[src/rtl/pair_dispatch_pkg.sv]
package pair_dispatch_pkg;
  typedef enum logic [1:0] {
    CLS_SIMPLE = 2'd0,
    CLS_BRANCH = 2'd1,
    CLS_FLOAT  = 2'd2,
    CLS_EXCL   = 2'd3
  } ins_class_e;

  // Class must run in the X pipe.
  function automatic logic needs_x(input logic [1:0] cls);
    return cls != CLS_SIMPLE;
  endfunction

  // Load balance: Y wins only when strictly less loaded.
  function automatic logic lean_to_y(input logic [7:0] load_x, input logic [7:0] load_y);
    return load_y < load_x;
  endfunction
endpackage

[src/rtl/pipe_load_counter.sv]
module pipe_load_counter #(
  parameter int CNT_W = 3
) (
  input  logic             clk,
  input  logic             rst_n,
  input  logic             issue,
  input  logic             retire,
  output logic [CNT_W-1:0] count
);
  localparam logic [CNT_W-1:0] TOP = {CNT_W{1'b1}};

  wire at_top  = (count == TOP);
  wire at_zero = (count == '0);
  wire bump_up = issue && !retire && !at_top;
  wire bump_dn = retire && !issue && !at_zero;

  always_ff @(posedge clk) begin
    if (!rst_n)       count <= '0;
    else if (bump_up) count <= count + 1'b1;
    else if (bump_dn) count <= count - 1'b1;
  end


  cnt_up_chk: assert property (@(posedge clk) disable iff (!rst_n)
    (issue && !retire && count != TOP) |=> count == $past(count) + 1'b1);

  cnt_sat_chk: assert property (@(posedge clk) disable iff (!rst_n)
    (issue == retire) |=> $stable(count));
endmodule

[src/rtl/pair_rules.sv]
module pair_rules
  import pair_dispatch_pkg::*;
#(
  parameter int CNT_W = 3
) (
  input  logic             old_vld,
  input  logic [1:0]       old_cls,
  input  logic             yng_vld,
  input  logic [1:0]       yng_cls,
  input  logic             stall,
  input  logic [CNT_W-1:0] load_x,
  input  logic [CNT_W-1:0] load_y,
  output logic             x_go,
  output logic             y_go,
  output logic             y_takes_yng,
  output logic [1:0]       take
);
  logic go, old_excl, yng_simple, pair_ok, solo_y;
  logic [7:0] lx, ly;

  always_comb begin
    lx = 8'(load_x);
    ly = 8'(load_y);
    go         = old_vld && !stall;
    old_excl   = (old_cls == CLS_EXCL);
    yng_simple = yng_vld && !needs_x(yng_cls);
    pair_ok    = go && !old_excl && yng_simple;
    solo_y     = go && !pair_ok && !needs_x(old_cls) && lean_to_y(lx, ly);
    x_go        = go && !solo_y;
    y_go        = pair_ok || solo_y;
    y_takes_yng = pair_ok;
    take        = pair_ok ? 2'd2 : (go ? 2'd1 : 2'd0);
  end
endmodule

[src/rtl/pair_dispatch.sv]
module pair_dispatch
  import pair_dispatch_pkg::*;
#(
  parameter int REG_W = 3,
  parameter int CNT_W = 3,
  localparam int INSTR_W = 2 + 3 * REG_W
) (
  input  logic               clk,
  input  logic               rst_n,
  input  logic               old_vld,
  input  logic [INSTR_W-1:0] old_ins,
  input  logic               yng_vld,
  input  logic [INSTR_W-1:0] yng_ins,
  input  logic               stall_x,
  input  logic               stall_y,
  input  logic               retire_x,
  input  logic               retire_y,
  output logic               x_vld,
  output logic [INSTR_W-1:0] x_ins,
  output logic               y_vld,
  output logic [INSTR_W-1:0] y_ins,
  output logic [1:0]         consumed
);
  logic [CNT_W-1:0] load_x, load_y;
  logic             y_takes_yng;
  wire              any_stall = stall_x || stall_y;

  pair_rules #(.CNT_W(CNT_W)) rules_i (
    .old_vld(old_vld), .old_cls(old_ins[1:0]),
    .yng_vld(yng_vld), .yng_cls(yng_ins[1:0]),
    .stall(any_stall), .load_x(load_x), .load_y(load_y),
    .x_go(x_vld), .y_go(y_vld), .y_takes_yng(y_takes_yng), .take(consumed)
  );

  assign x_ins = old_ins;
  assign y_ins = y_takes_yng ? yng_ins : old_ins;

  logic [1:0] issue_v, retire_v;
  logic [1:0][CNT_W-1:0] load_v;
  assign issue_v  = {y_vld, x_vld};
  assign retire_v = {retire_y, retire_x};

  for (genvar p = 0; p < 2; p++) begin : g_load
    pipe_load_counter #(.CNT_W(CNT_W)) cnt_i (
      .clk(clk), .rst_n(rst_n), .issue(issue_v[p]),
      .retire(retire_v[p]), .count(load_v[p])
    );
  end
  assign load_x = load_v[0];
  assign load_y = load_v[1];


  stall_hold_chk: assert property (@(posedge clk) disable iff (!rst_n)
    any_stall |-> (consumed == 2'd0 && !x_vld && !y_vld));

  y_simple_only_chk: assert property (@(posedge clk) disable iff (!rst_n)
    y_vld |-> y_ins[1:0] == CLS_SIMPLE);

  excl_alone_chk: assert property (@(posedge clk) disable iff (!rst_n)
    (x_vld && x_ins[1:0] == CLS_EXCL) |-> (!y_vld && consumed == 2'd1));

  no_old_chk: assert property (@(posedge clk) disable iff (!rst_n)
    !old_vld |-> (consumed == 2'd0 && !x_vld && !y_vld));

  take_count_chk: assert property (@(posedge clk) disable iff (!rst_n)
    consumed == 2'(32'(x_vld) + 32'(y_vld)));
endmodule

[config.mk]
export PLATFORM = sky130hd
export DESIGN_NAME = pair_dispatch
export DESIGN_NICKNAME = d
export VERILOG_FILES = /design/src/rtl/pair_dispatch_pkg.sv /design/src/rtl/pipe_load_counter.sv /design/src/rtl/pair_rules.sv /design/src/rtl/pair_dispatch.sv
export SDC_FILE = /design/constraint.sdc
export NUM_CORES = 1
export LEC_CHECK = 0
export BUFFER_PORTS_ARGS = -buffer_cell sky130_fd_sc_hd__buf_4
export CORE_UTILIZATION = 41
export CTS_BUF_LIST = sky130_fd_sc_hd__clkbuf_8
export DETAILED_ROUTE_END_ITERATION = 8
export PLACE_DENSITY = 0.82
export SYNTH_ARGS = -nofsm -noshare
export SYNTH_HDL_FRONTEND = slang
export SYNTH_SLANG_ARGS = --single-unit
[constraint.sdc]
create_clock -name clk -period 3.6 [get_ports clk]
set_clock_uncertainty 0.15 [all_clocks]
set_input_delay 0.72 -clock clk [delete_from_list [all_inputs] [get_ports clk]]
set_output_delay 0.72 -clock clk [all_outputs]
set_load 0.02 [all_outputs]
# Word level (Yosys, flattened, before mapping)
# Cells that the tools add are included.
dict set report word_totals {
  elab_cells 55
  latchBits 0
  register_bits 6
  in_bits 30
  mem_bits_rw 0
  memories 0
  rom_bits 0
}
dict set report op_classes {
  magnitude_cmp 1
  n_mux 7
  bitwise_logic 0
  addsub 4
  n_shift 0
  reduce_logical 38
  eq_ne 3
  n_mul 0
  n_div 0
}
# cell n
set ops {}
lappend ops {{$logic_and 1x1->1} 16}
lappend ops {{$logic_not 1->1} 14}
lappend ops {{$mux 3} 4}
lappend ops {{$mux 11} 1}
lappend ops {{$reduce_bool 2->1} 4}
lappend ops {{$add 3x1->3 const B} 2}
lappend ops {{$eq 3x3->1 const B} 2}
lappend ops {{$logic_not 3->1} 2}
lappend ops {{$sub 3x1->3 const B} 2}
lappend ops {{$lt 3x3->1} 1}
lappend ops {{$eq 2x2->1 const B} 1}
lappend ops {{$logic_or 1x1->1} 2}
lappend ops {{$mux 2} 1}
lappend ops {{$mux 1} 1}

# Longest topological paths before layout
dict set report depth {
  depth_word 16
  depth_mapped 10
  depth_no_buf 10
}

# Hierarchy
# Synthesis repeated with hierarchy kept, for this count alone.
dict set report hier_totals {
  hier_cells 109
  area_unflattened_um2 874.6
}
# module area_each_um2 instances cells_per_inst seq_area_each_um2
set modules_own_cells {}
lappend modules_own_cells {pipe_load_counter 249.0 2 34 60.1}
lappend modules_own_cells {pair_dispatch 261.5 1 24 0.0}
lappend modules_own_cells {pair_rules 115.1 1 17 0.0}

# Worst setup path before layout
# OpenSTA, ideal clock, no wires.
dict set report synth_timing {
  kind {register to register}
  from {register g_load[0].cnt_i.count[2]}
  to {register g_load[1].cnt_i.count[2]}
  path_slack_ps 768
  stages_incl_launch_ff 11
  required_time_ps 3378
  setup_time_ps 72
  path_buffers 0
  arrival_ps 2610
  cell_sequence {dfxtp_1 -> inv_1 -> ha_1 -> a2111oi_4 -> o21ai_2 -> a21oi_2 -> nand2_1 -> fa_1 -> nand2b_1 -> mux2i_1 -> mux2i_1}
}
dict set report synth_via {
  elab_chain_len 7
}
# element line
set synth_rtl {}
lappend synth_rtl {{start: declaration} pipe_load_counter.sv:8} ;# output logic [CNT_W-1:0] count
lappend synth_rtl {{start signal: assignment} pipe_load_counter.sv:19} ;# else if (bump_up) count <= count + 1'b1;
lappend synth_rtl {{start signal: assignment} pipe_load_counter.sv:20} ;# else if (bump_dn) count <= count - 1'b1;
lappend synth_rtl {{$lt 3x3->1 (*)} pair_dispatch_pkg.sv:16} ;# return load_y < load_x;
lappend synth_rtl {{$logic_and 1x1->1 (*)} pair_rules.sv:28} ;# solo_y = go && !pair_ok && !needs_x(old_cls) && lean_to_y(lx, ly);
lappend synth_rtl {{$logic_or 1x1->1 (*)} pair_rules.sv:30} ;# y_go = pair_ok || solo_y;
lappend synth_rtl {{named net y_vld} pair_dispatch.sv:20} ;# output logic y_vld,
lappend synth_rtl {{$logic_not 1->1} pipe_load_counter.sv:15} ;# wire bump_dn = retire && !issue && !at_zero;
lappend synth_rtl {{$logic_and 1x1->1 (2 in a row)} pipe_load_counter.sv:15}
lappend synth_rtl {{$reduce_bool 2->1 (no line)} --}
lappend synth_rtl {{end signal: assignment} pipe_load_counter.sv:19}
lappend synth_rtl {{end signal: assignment} pipe_load_counter.sv:20}
lappend synth_rtl {{end: declaration} pipe_load_counter.sv:8}
# The timed path passes the listed nets; every way through them passes the cells marked *.
# A chain may end at the register's enable or synchronous reset.

# Worst setup path in the final report
dict set report layout_timing {
  from {input port yng_ins[1]}
  to {output port y_ins[4]}
}
dict set report layout_via {
  elab_chain_len 5
}
# element line
set layout_rtl {}
lappend layout_rtl {{start: declaration} pair_dispatch.sv:13} ;# input logic [INSTR_W-1:0] yng_ins,
lappend layout_rtl {{$reduce_bool 2->1} pair_dispatch_pkg.sv:11} ;# return cls != CLS_SIMPLE;
lappend layout_rtl {{$logic_not 1->1} pair_rules.sv:26} ;# yng_simple = yng_vld && !needs_x(yng_cls);
lappend layout_rtl {{$logic_and 1x1->1} pair_rules.sv:26}
lappend layout_rtl {{$logic_and 1x1->1} pair_rules.sv:27} ;# pair_ok = go && !old_excl && yng_simple;
lappend layout_rtl {{$mux 11} pair_dispatch.sv:36} ;# assign y_ins = y_takes_yng ? yng_ins : old_ins;
lappend layout_rtl {{end: declaration} pair_dispatch.sv:21} ;# output logic [INSTR_W-1:0] y_ins,
# Every way passes these cells.

==> impl_results.md <==
- Worst r2r src: g_load[0].cnt_i.count[2]$_SDFFE_PN0P_
- Setup ws final: around 0.6 ns
- Worst Hold Path EP: g_load[0].cnt_i.count[2]$_SDFFE_PN0P_
- DR DRC count: 0
- Layout fillers: 146
- Commonest cells after routing, fill and taps aside: buf_4 (55), nand2_1 (17), mux2_2 (9)
- Worst skew pair latency: 0.22 ns
- Critical path's top delay family: simple AND/OR/NAND/NOR gates
- Mapped Area: 742.0 um2
- Critical Path Sink Type: output port
- Io pins: 56
- Final HPWL DP: 1.517 mm
- Sequential area share after synthesis: 16.19%
- CTS hold repair buffers: 0
- TritonCTS clock tree: done
- Vias in the first global route: 670
- LEAKAGE: 0.5545 nW
- Max Cap Violations: 0
- Most frequent cell on the critical path: buf_4
- Seq cells post-synth: 6
- Synth warn: 0
- H-tree lvl count: 1
- Cell Chain, Critical Path: buf_4 > nor3b_4 > nand3_1 > mux2_2 > buf_4
- R2r setup slk: 0.75 ns
- Switching part of the total power: approximately two fifths
- Hold Slack: about 0.34 ns
- Post-CTS setup buffer count: 0
- Fin. Hold Viols: 0
- Largest fanout on the critical path: 12
- CTS Buf Count: 3
- CP Buf/Inv Count: 2
- Syn nets: 119
- Total net switching power: 0.1885 mW
- PortBufs: 55
- RSZ-0062 raised after global routing: false
- Clock sink total: 6
- Syn Area/Cell: about 8.7 um2
- Worst hold-check path type: reg -> reg
- Top reg by flops: g_load.cnt_i.count
- Post-route ant nets: 0
- Clock Pin Slew Worst Setup and Hold Paths: 0.03 ns
- Tmin final: between 2 and 3 ns
- Max reg flops: 6
- Startpoint types: primary input
- Dpl ws: 0.5863 ns
- CTS resizes: 0
- Grt ovf: 0
- Int Power: 0.3037 mW
- RR Endpoint: g_load[1].cnt_i.count[2]$_SDFFE_PN0P_
- Tot GR Track Use: 18.08%
- Setup CP Type: in -> out
- Hold Crit Depth: 2
- Yosys cell types: 26
- Clock share of power: between 15 and 20%
- Fmax: 334.8 MHz
- Core area: 0.001708 mm2
- Setup TNS Final: 0 ns
- Clock Tree Buf Depth: 2
- Initial antenna violation count: 0
- Critical-path top delay cell: nand3_1
- Rel. slew slack: slightly below 70%
- Final instance area: 0.001130 mm2
- Die area: 0.001984 mm2
- Min-delay src: g_load[0].cnt_i.count[2]$_SDFFE_PN0P_
- Flop pwr share: 26.6%
- Top Registers: g_load.cnt_i.count (6)
- Power Dens Cells: 435.6 mW/mm2
- Placed inst area: about 0.0011 mm2
- Via density: 4.760
- Share of layout cells above drive strength 1: 56.59%
- Status: finished clean
- R2R cell count: 10
- Ant diodes: 0
- Drt pass-1 iters: 4
- Max incr delay on CP: around 0.42 ns
- First-pass GRT wire length: 2.753 mm
- Initial DRC count: 7
- GPL Wtd Cong: 0.7679
- Placed cell count: 151
- Worst Tran Pin Value: 0.4875 ns
- Fin nets: 165
- Via count: 733
- Worst vdd ir: 354.7 uV
- Final Max Slew Viols: 0
- Root Buffer: clkbuf_8
- Initial Util: between 40% and 50%
- Final worst path period share: 82.97%
- Commonest non-fill, non-tap cell in the layout: buf_4
- Chip Width: 44.54 um
- Detail-routed net length per standard cell: roughly 11 um
- CP Data Required Time: 2.73 ns
- Count of final setup violators: 0
- CP Depth: 5
- Rows: 15
- Cell count after synthesis: 85
- DIE HEIGHT: 44.54 um
- Largest net degree at the start of global routing: 13
- Final Non-Filler Cells: about 150
- Area Growth Syn to Fin: 52.28%
- Data arrival, critical path: 2.12 ns
- Total Wirelength: 1.730 mm
- Logic pwr share: between 50% and 60%
-- through the flow --
stage	power (mW)	util, %
floorplan	0.3193	-
global placement	0.3854	63.74
detailed placement	0.3967	63.74
CTS	0.4993	66.15
global route	0.5387	66.15
finish	0.4922	66.15
-- power by group through the flow --
stage	registers, mW	logic, mW	clock network [mW]
2_1_floorplan	0.123	0.196	0
3_3_place_gp	0.131	0.255	0
3_5_place_dp	0.133	0.264	0
4_1_cts	0.131	0.268	0.100
5_1_grt	0.137	0.295	0.107
6_report	0.131	0.265	0.0968
-- per-layer routing --
layer	global-route usage (%)	vias to the layer above	wire, um
li1	-	373	-
met1	21.29	326	666
met2	33.82	32	904
met3	2.041	2	137
met4	5.455	0	21
met5	0	-	0
-- cell families after synthesis --
group           after synthesis  share of synthesized area, %
mux                          17                         24.45
buf+inv                      17                         14.67
fa+ha+maj                     4                         8.769
flops                         6                         16.19
simple gates                 29                         19.56
compound gates               12                         16.36
-- final cells by class --
cell class | instances | area, um2 | share of cell area (%)
tap | 25 | 31.28 | 2.769
clock buffer | 3 | 41.29 | 3.654
timing repair buffer | 55 | 412.9 | 36.54
multi-input combinational | 62 | 513.0 | 45.40
inverter | 3 | 11.26 | 0.9967
sequential | 6 | 120.1 | 10.63
-- worst reg2reg max path: stages (launching register included) --
cell	delay [ns]
dfxtp_1	0.36
inv_1	0.08
ha_1	0.35
a2111oi_4	0.37
o21ai_2	0.14
a21oi_2	0.26
nand2_1	0.12
fa_1	0.44
nand2b_1	0.15
mux2i_1	0.16
mux2i_1	0.20
-- synthesized netlist by cell type, drive strengths merged --
cell type | number | area, um2
a2111oi | 1 | 27.53
a21oi | 2 | 13.76
a31oi | 2 | 12.51
and2 | 3 | 18.77
buf | 13 | 93.84
clkbuf | 1 | 3.750
dfxtp | 6 | 120.1
fa | 2 | 40.04
ha | 2 | 25.02
inv | 3 | 11.26
mux2 | 9 | 101.4
mux2i | 8 | 80.08
nand2 | 17 | 63.81
nand2b | 4 | 25.02
nand3 | 1 | 5.000
nor2 | 2 | 7.510
nor2b | 1 | 6.260
nor3b | 1 | 18.77
o2111ai | 1 | 8.760
o21a | 1 | 15.01
o21ai | 1 | 8.760
o22a | 1 | 10.01
o31a | 2 | 17.52
o31ai | 1 | 7.510
-- worst max-delay path by stage --
stage	start	end	slack, ns
after floorplan	g_load[0].cnt_i.count[2]$_SDFFE_PN0P_	g_load[1].cnt_i.count[2]$_SDFFE_PN0P_	0.77
after global placement	yng_ins[1]	y_ins[9]	0.63
after detailed placement	yng_ins[1]	y_ins[4]	0.59
after CTS	yng_ins[1]	y_ins[4]	0.59
after global routing	stall_y	y_ins[4]	0.42
final	yng_ins[1]	y_ins[4]	0.61
Power figures use the tool's default switching activity.
